### config.mk
export PLATFORM = sky130hd
export DESIGN_NAME = serial_ctl_issuer
export DESIGN_NICKNAME = d
export VERILOG_FILES = /design/src/rtl/scp_pkg.sv /design/src/rtl/scp_datapath.sv /design/src/rtl/scp_ctrl.sv /design/src/rtl/serial_ctl_issuer.sv
export SDC_FILE = /design/constraint.sdc
export NUM_CORES = 1
export LEC_CHECK = 0
export BUFFER_PORTS_ARGS = -buffer_cell sky130_fd_sc_hd__buf_2
export CAP_MARGIN = 5
export CORE_UTILIZATION = 58
export CTS_CLUSTER_DIAMETER = 100
export CTS_CLUSTER_SIZE = 20
export DETAILED_ROUTE_END_ITERATION = 8
export PLACE_DENSITY = 0.82
export SYNTH_ARGS = -nofsm -noshare
export SYNTH_HDL_FRONTEND = slang
export SYNTH_SLANG_ARGS = --single-unit
### constraint.sdc
create_clock -name clk -period 3 [get_ports clk]
set_input_delay 0.15 -clock clk [delete_from_list [all_inputs] [get_ports clk]]
set_output_delay 0.15 -clock clk [all_outputs]
set_load 0.1 [all_outputs]
### src/rtl/scp_pkg.sv
package scp_pkg;
  localparam int PKT_LEN = 16;
  localparam int DEV_W   = 6;
  localparam int OP_W    = 4;
  localparam int RSV_W   = PKT_LEN - DEV_W - OP_W - 1;

  localparam logic [OP_W-1:0] OP_READ    = 4'b0000;
  localparam logic [OP_W-1:0] OP_WRITE   = 4'b0001;
  localparam logic [OP_W-1:0] OP_RST_SET = 4'b0010;
  localparam logic [OP_W-1:0] OP_FASTCLK = 4'b0100;
  localparam logic [OP_W-1:0] OP_RST_CLR = 4'b1011;
  localparam logic [OP_W-1:0] OP_IDLE    = 4'b1111;

  typedef struct packed {
    logic load;
    logic shift;
    logic drive;
  } dpStrobe_t;

  function automatic logic isLegalOp(input logic [OP_W-1:0] op);
    case (op)
      OP_READ, OP_WRITE, OP_RST_SET, OP_FASTCLK, OP_RST_CLR, OP_IDLE: return 1'b1;
      default: return 1'b0;
    endcase
  endfunction
endpackage

### src/rtl/scp_datapath.sv
module scp_datapath
  import scp_pkg::*;
(
  input  logic             clk,
  input  logic             rstN,
  input  dpStrobe_t        strobe,
  input  logic [OP_W-1:0]  reqOp,
  input  logic [DEV_W-1:0] reqDev,
  input  logic             reqBcast,
  output logic             sdoOut
);
  logic [PKT_LEN-1:0] shiftReg;
  logic [PKT_LEN-1:0] packWord;

  assign packWord = {{RSV_W{1'b0}}, reqDev[DEV_W-1], reqOp, reqBcast, reqDev[DEV_W-2:0]};

  always_ff @(posedge clk or negedge rstN) begin
    if (!rstN) begin
      shiftReg <= '0;
    end else if (strobe.load) begin
      shiftReg <= packWord;
    end else if (strobe.shift) begin
      shiftReg <= {shiftReg[PKT_LEN-2:0], 1'b0};
    end
  end

  assign sdoOut = strobe.drive & shiftReg[PKT_LEN-1];

  // the reserved leading bits of a freshly loaded word are zero
  assert_reserved_zero_R2: assert property (@(posedge clk) disable iff (!rstN)
    strobe.load |=> (shiftReg[PKT_LEN-1 -: RSV_W] == '0));
endmodule

### src/rtl/scp_ctrl.sv
module scp_ctrl
  import scp_pkg::*;
#(
  parameter int SETR_GAP   = 16,
  parameter int SHORT_GAP  = 4,
  parameter int FRAME_HIGH = 4
)(
  input  logic            clk,
  input  logic            rstN,
  input  logic            reqValid,
  input  logic [OP_W-1:0] reqOp,
  output logic            reqReady,
  output logic            cmdOut,
  output logic            errPulse,
  output dpStrobe_t       strobe
);
  localparam int CNT_W  = $clog2(PKT_LEN);
  localparam int GAP_W  = $clog2(SETR_GAP + SHORT_GAP + 1);
  localparam int IDLE_W = $clog2(SETR_GAP + 1) + 1;

  typedef enum logic [1:0] {stIdle, stSend, stGap} state_e;

  state_e          state;
  logic [CNT_W-1:0] bitCnt;
  logic [GAP_W-1:0] gapCnt;
  logic [GAP_W-1:0] gapNeed;
  logic [OP_W-1:0]  lastOp;
  logic             pendClr;
  logic             accept, reject, goLoad, lastBit;

  assign reqReady = (state == stIdle);
  assign accept   = reqValid && reqReady;
  assign reject   = !isLegalOp(reqOp)
                  || ((reqOp == OP_RST_CLR) && !pendClr)
                  || (pendClr && (reqOp != OP_RST_CLR));
  assign goLoad   = accept && !reject;
  assign lastBit  = (bitCnt == CNT_W'(PKT_LEN - 1));

  always_comb begin
    case (lastOp)
      OP_RST_SET:             gapNeed = GAP_W'(SETR_GAP - 1);
      OP_RST_CLR, OP_FASTCLK: gapNeed = GAP_W'(SHORT_GAP - 1);
      default:                gapNeed = '0;
    endcase
  end

  always_ff @(posedge clk or negedge rstN) begin
    if (!rstN) begin
      state    <= stIdle;
      bitCnt   <= '0;
      gapCnt   <= '0;
      lastOp   <= OP_IDLE;
      pendClr  <= 1'b0;
      errPulse <= 1'b0;
    end else begin
      errPulse <= accept && reject;
      case (state)
        stIdle: begin
          if (goLoad) begin
            state   <= stSend;
            bitCnt  <= '0;
            lastOp  <= reqOp;
            pendClr <= (reqOp == OP_RST_SET);
          end
        end
        stSend: begin
          if (lastBit) begin
            if (gapNeed == '0) begin
              state <= stIdle;
            end else begin
              state  <= stGap;
              gapCnt <= gapNeed;
            end
          end else begin
            bitCnt <= bitCnt + 1'b1;
          end
        end
        stGap: begin
          if (gapCnt == GAP_W'(1)) state <= stIdle;
          gapCnt <= gapCnt - 1'b1;
        end
        default: state <= stIdle;
      endcase
    end
  end

  assign cmdOut       = (state == stSend) && (bitCnt < CNT_W'(FRAME_HIGH));
  assign strobe.load  = goLoad;
  assign strobe.drive = (state == stSend);
  assign strobe.shift = (state == stSend) && !lastBit;

  // Checker state: idle cycles since the end of the last packet (saturating)
  logic [IDLE_W-1:0] idleRun;
  logic              sentOnce;
  always_ff @(posedge clk or negedge rstN) begin
    if (!rstN) begin
      idleRun  <= '0;
      sentOnce <= 1'b0;
    end else if (state == stSend) begin
      idleRun  <= '0;
      sentOnce <= 1'b1;
    end else if (idleRun != IDLE_W'(SETR_GAP)) begin
      idleRun <= idleRun + 1'b1;
    end
  end

  assert_setr_gap_R5: assert property (@(posedge clk) disable iff (!rstN)
    (goLoad && sentOnce && lastOp == OP_RST_SET) |-> (idleRun >= IDLE_W'(SETR_GAP - 1)));

  assert_short_gap_R6: assert property (@(posedge clk) disable iff (!rstN)
    (goLoad && sentOnce && (lastOp == OP_RST_CLR || lastOp == OP_FASTCLK))
      |-> (idleRun >= IDLE_W'(SHORT_GAP - 1)));

  assert_pair_R10: assert property (@(posedge clk) disable iff (!rstN)
    (strobe.load && sentOnce && lastOp == OP_RST_SET) |-> (reqOp == OP_RST_CLR));

  assert_busy_R4: assert property (@(posedge clk) disable iff (!rstN)
    cmdOut |-> !reqReady);

  assert_err_after_hs_R11: assert property (@(posedge clk) disable iff (!rstN)
    errPulse |-> $past(reqValid && reqReady));

  assert_no_reserved_R8: assert property (@(posedge clk) disable iff (!rstN)
    strobe.load |-> isLegalOp(reqOp));
endmodule

### src/rtl/serial_ctl_issuer.sv
module serial_ctl_issuer
  import scp_pkg::*;
#(
  parameter int SETR_GAP   = 16,
  parameter int SHORT_GAP  = 4,
  parameter int FRAME_HIGH = 4
)(
  input  logic             clk,
  input  logic             rstN,
  input  logic             reqValid,
  output logic             reqReady,
  input  logic [OP_W-1:0]  reqOp,
  input  logic [DEV_W-1:0] reqDev,
  input  logic             reqBcast,
  output logic             cmdOut,
  output logic             sdoOut,
  output logic             errPulse
);
  dpStrobe_t strobe;

  scp_ctrl #(
    .SETR_GAP  (SETR_GAP),
    .SHORT_GAP (SHORT_GAP),
    .FRAME_HIGH(FRAME_HIGH)
  ) u_ctrl (
    .clk     (clk),
    .rstN    (rstN),
    .reqValid(reqValid),
    .reqOp   (reqOp),
    .reqReady(reqReady),
    .cmdOut  (cmdOut),
    .errPulse(errPulse),
    .strobe  (strobe)
  );

  scp_datapath u_dp (
    .clk     (clk),
    .rstN    (rstN),
    .strobe  (strobe),
    .reqOp   (reqOp),
    .reqDev  (reqDev),
    .reqBcast(reqBcast),
    .sdoOut  (sdoOut)
  );
endmodule

[Yosys cells after proc, flatten, opt, wreduce, memory -nomap -nowiden]
Index checks and enable logic that the tools add are counted.
Word-level totals
  bits in registers: 33
  bits of input ports: 14
  output and inout bits: 4
Operators by class
  add/subtract/negate cells: 2
  $lt $le $gt $ge: 1
  equality and inequality tests: 18
  muxes and demuxes: 15
  bitwise logic cells: 1
  reduce and logical (&&, ||, !) cells: 25
Operator list (count)
  $mux W16: 2
  $eq A4 B4 Y1 const B: 4
  $pmux W4 S2: 2
  $mux W5: 2
  $pmux W5 S2: 1
  $reduce_and A3 Y1: 3
  $eq A4 B2 Y1 const B: 2
  $eq A4 B3 Y1 const B: 2
  $mux W2: 4
  $mux W4: 2
  $ne A2 B2 Y1 const B: 4
  $logic_and A1 B1 Y1: 7
  $pmux W2 S3: 1
  $reduce_bool A2 Y1: 3
  $reduce_or A6 Y1: 1
  $eq A5 B1 Y1 const B: 1
  $logic_not A5 Y1: 1
  $sub A5 B1 Y5 const B: 1
  $add A4 B1 Y4 const B: 1
  $eq A4 B1 Y1 const B: 1
  $logic_not A1 Y1: 4
  $logic_not A4 Y1: 1
  $lt A4 B3 Y1 const B: 1
  $ne A4 B4 Y1 const B: 1
  other kinds (9): 10

[Logic depth before layout (Yosys ltp)]
  word-level depth: 10
  gate-level depth with buffers: 9

[Cells and area by module]
A second synthesis with hierarchy kept.
Unflattened totals
  cell total of the unflattened synthesis: 153
  area, all modules: 1692.9 µm²
Modules (own cells, without submodules)
  scp_ctrl: times used 1, cells an instance 88, area an instance 968.4 µm²
  scp_datapath: times used 1, cells an instance 65, area an instance 724.4 µm²

[Worst setup path before layout]
OpenSTA, ideal clock, no wires.
  path kind: register -> output
  start point: register u_ctrl.state[1]
  end point: output cmdOut
  arrival time: 2.884 ns
  slack: -0.034 ns
  cell stages (with the launch flop): 6
  buffers on the path: 1
  cells stage by stage: dfrtp_1 inv_1 ha_1 buf_2 inv_1 nor3_1
Between the ends
  longest elaborated chain between the ends: 2
RTL lines
  start, declared: line scp_ctrl.sv:23  | state_e state;
  start signal, assigned: line scp_ctrl.sv:49  | state <= stIdle;
  start signal, assigned: line scp_ctrl.sv:60  | state <= stSend;
  start signal, assigned: line scp_ctrl.sv:69  | state <= stIdle;
  $eq A2 B1 Y1: line scp_ctrl.sv:87  | assign cmdOut = (state == stSend) && (bitCnt < CNT_W'(FRAME_HIGH));
  $logic_and A1 B1 Y1: line scp_ctrl.sv:87
  end, declared: line serial_ctl_issuer.sv:15  | output logic cmdOut,
Every way passes these cells.

[Worst setup path in the final report]
  start point: register u_ctrl.state[1]
  end point: register u_dp.shiftReg[10]
Between the ends
  longest elaborated chain between the ends: 4
RTL lines
  $logic_not A2 Y1: line scp_ctrl.sv:31  | assign reqReady = (state == stIdle);
  $logic_and A1 B1 Y1: line scp_ctrl.sv:32  | assign accept = reqValid && reqReady;
  $logic_and A1 B1 Y1: line scp_ctrl.sv:36  | assign goLoad = accept && !reject;
  $mux W16 or $reduce_bool A2 Y1 (tied branches)
  end signal, assigned: line scp_datapath.sv:21  | shiftReg <= packWord;
  end signal, assigned: line scp_datapath.sv:23  | shiftReg <= {shiftReg[PKT_LEN-2:0], 1'b0};
  end, declared: line scp_datapath.sv:12  | logic [PKT_LEN-1:0] shiftReg;
Parallel ways exist; a longest one is shown, timed or not.
A chain may end at the register's enable or synchronous reset.

==> flow_summary.ini <==
[cells_and_area]
final_layout_size_suffix_gt1_frac = 0.206
num_antenna_cells = 0
post-route-util = 0.670
nNetsFinal = 228
syn2layout_area_growth_pct = 9.75
stdcell_count = 253

[critical_path]
rr_endpoint = u_dp.shiftReg[10]
critPathLaunchType = flop
crit_path_top_delay_cell = or4_1
cp_max_fo = 20
crit_cells = 6
cpPeakStageDelay_ns = 0.76
cp_top_family = simple AND/OR/NAND/NOR gates
arrival_ns = 2.84
worst-path-buf-inv = 1
crit_chain = inv_1 > ha_1 > nand2_2 > or4_1 > nand2_1 > o21ai_0
endpoint_kind = flop
regToRegStartpoint = u_ctrl.state[1]
crit_type = reg -> reg
rrSetupSlack_ns = 0.37
ff2ff_path_depth = 6
crit_required_ns = 3.20

[place]
port_buffers = 17
dpl.hpwl_mm = 2.61
routabilityCongestion = 0.908
placedCellCount = 244

[floorplan]
die_h_um = 58.4
core_area_um2 = 3030
die_area_um2 = 3420
start_util = 0.610
num_rows = 20
pin_count = 18
die_w_um = 58.4

[clock_tree]
post_cts_resize_count = 0
root_buffer = clkbuf_4
ctsLongestPathBuffers = 2
clock_sinks = 33
insertion_delay_ns = 0.34
numCtsBuffers = 5
clk_pin_slew_ns = 0.12
cts_tree = done
cts_setup_buffers = 0
ctsHtreeMaxLevel = 2

[timing]
drv_slew = 0
setup_viol = 0
fmax_mhz = 380
hold_viol = 0
fin_crit_sh = 0.877
slew_headroom = 0.516
tightest_slew_ns = 0.726
fin_crit_ns = 2.63
setup-tns-final_ns = 0
rsz0062_at_grt = false
clock_skew_ns = 0.00689

[min_path]
hp-start = reqBcast
min_path_cells = 3
hp-class = in -> reg
hold_end = u_dp.shiftReg[5]

[global_routing]
gr-usage-all-layers = 0.253
grt_pass1_vias = 1481
grt_pass1_wl_mm = 6.47
overflow = 0
antenna_found_initial = 0
grt_start_max_net_pins = 34

[pwr]
power_density_nw_per_um2 = 1010
ir_drop_v = 0.000703
leakage_nw = 0.897

[yosys]
synth.distinct_cells = 47
synthCells = 193
ys_ff_latch = 33
syn_nets = 213
synth_async_sr_flop_share = 1.00
syn_avg_cell_area_um2 = 9.58
synth_flop_cell = dfrtp_1
synth_edf_count = 0
syn-cell-area_um2 = 1850
synth_warnings = 0
seq_area_frac_synth = 0.450

[route]
drc = 0
via_per_inst = 6.21
wl_per_cell_um = 15.2
vias = 1571
ant_nets = 0
drtIter0Drc = 70
drtPass1Iterations = 4
wl_mm = 3.85

[run]
max-cap-violations = 0

[outcome]
outcome = complete, no violations
[synth_stat cells (all sizes together), types with 2 or more instances]
| cell type | instances | share of area |
|---|---|---|
| buf | 5 | 0.020 |
| a31oi | 5 | 0.017 |
| a311oi | 3 | 0.014 |
| nor4b | 2 | 0.0095 |
| ha | 6 | 0.041 |
| and3 | 2 | 0.0068 |
| nor2 | 5 | 0.012 |
| and2 | 3 | 0.011 |
| nand2 | 20 | 0.042 |
| xnor2 | 2 | 0.0095 |
| nor3 | 3 | 0.0081 |
| a21oi | 10 | 0.027 |
| a22o | 2 | 0.0095 |
| dfstp | 4 | 0.057 |
| a41oi | 3 | 0.014 |
| dfrtp | 29 | 0.39 |
| mux2i | 10 | 0.054 |
| inv | 16 | 0.032 |
| a31o | 4 | 0.019 |
| a211oi | 3 | 0.012 |
| clkbuf | 7 | 0.020 |
| mux2 | 2 | 0.012 |
| o21ai | 16 | 0.043 |
| nand3 | 14 | 0.038 |
[flip-flops by register name, summed over array words and instances, names as in the netlist]
register / count
u_ctrl.pendClr: 1
u_ctrl.lastOp: 4
u_dp.shiftReg: 16
u_ctrl.state: 2
u_ctrl.bitCnt: 4
u_ctrl.gapCnt: 5
u_ctrl.errPulse: 1
[layer usage]
metal  GRT usage  vias to the layer above  wire [um]
li1            -                      740          -
met1       0.324                      762       1700
met2       0.396                       58       1850
met3      0.0571                       11        222
met4       0.150                        0         82
met5           0                        -          0
[through the flow]
step                setup WS [ns]  instance area, um^2  power [mW]  hold slack, ns
floorplan                  0.0926                 1850        1.51          -0.146
global placement            0.596                 1930        1.64           0.231
detailed placement          0.440                 1930        1.69           0.245
CTS                         0.393                 2030        2.04          0.0150
global route                0.131                 2030        2.17          0.0296
finish                      0.368                 2030        2.04          0.0308
[layout by cell type (no fill, tap or decap), types with 5 or more instances in the layout]
cell type	netlist	layout
a21oi_1	10	10
ha_1	6	6
clkbuf_4	0	5
mux2i_1	10	10
inv_1	16	16
nand3_1	14	14
a31oi_1	5	5
o21ai_0	16	16
dfrtp_1	29	29
nand2_1	19	19
buf_2	3	17
[how the worst max path moves through the flow]
stage	start	end	slack, ns
6_report	u_ctrl.state[1]	u_dp.shiftReg[10]	0.37
5_1_grt	u_ctrl.state[1]	u_dp.shiftReg[9]	0.13
4_1_cts	u_ctrl.state[1]	u_dp.shiftReg[7]	0.39
3_5_place_dp	u_ctrl.state[1]	u_dp.shiftReg[9]	0.44
3_3_place_gp	u_ctrl.state[0]	u_ctrl.state[1]	0.60
2_1_floorplan	u_ctrl.state[0]	u_ctrl.state[1]	0.09
[area by class of cell]
class,instances,area (um^2)
Sequential cell,33,831
Clock inverter,3,46.3
Fill cell,235,1000
Clock buffer,5,37.5
Multi-Input combinational cell,132,888
Inverter,16,60.1
Timing Repair Buffer,20,110
Tap cell,44,55.1
[cells by family (layout without fill, tap and decap cells)]
family	Yosys count	in the layout	share of synthesized area
AND/OR/NAND/NOR	57	57	0.160
AO/OA/AOI/OAI	54	54	0.195
flip-flops	33	33	0.450
buffers and inverters	28	44	0.0724
multiplexers	12	12	0.0664
adder cells (fa/ha/maj)	7	7	0.0467
XOR/XNOR	2	2	0.00948
[repair_timing]
item / in CTS / in global routing
hold buffers: 1 / 0
endpoints found under the setup margin: 0 / 0
hold endpoints to repair: 29 / 0
[tightest hold or removal path, delay by kind of cell]
family,cells,cell delay [ns]
and+or+nand+nor,1,0.05
buffers and inverters,1,0.07
AOI/OAI and AO/OA,1,0.07
[power breakdown]
part	leakage [nW]	internal [mW]	switching [mW]	total (mW)
Sequential	0.414	0.640	0.127	0.768
Combinational	0.442	0.328	0.600	0.928
Clock	0.0414	0.176	0.169	0.345
Total	0.897	1.14	0.896	2.04
No activity file was read; power rests on OpenSTA's default activity.
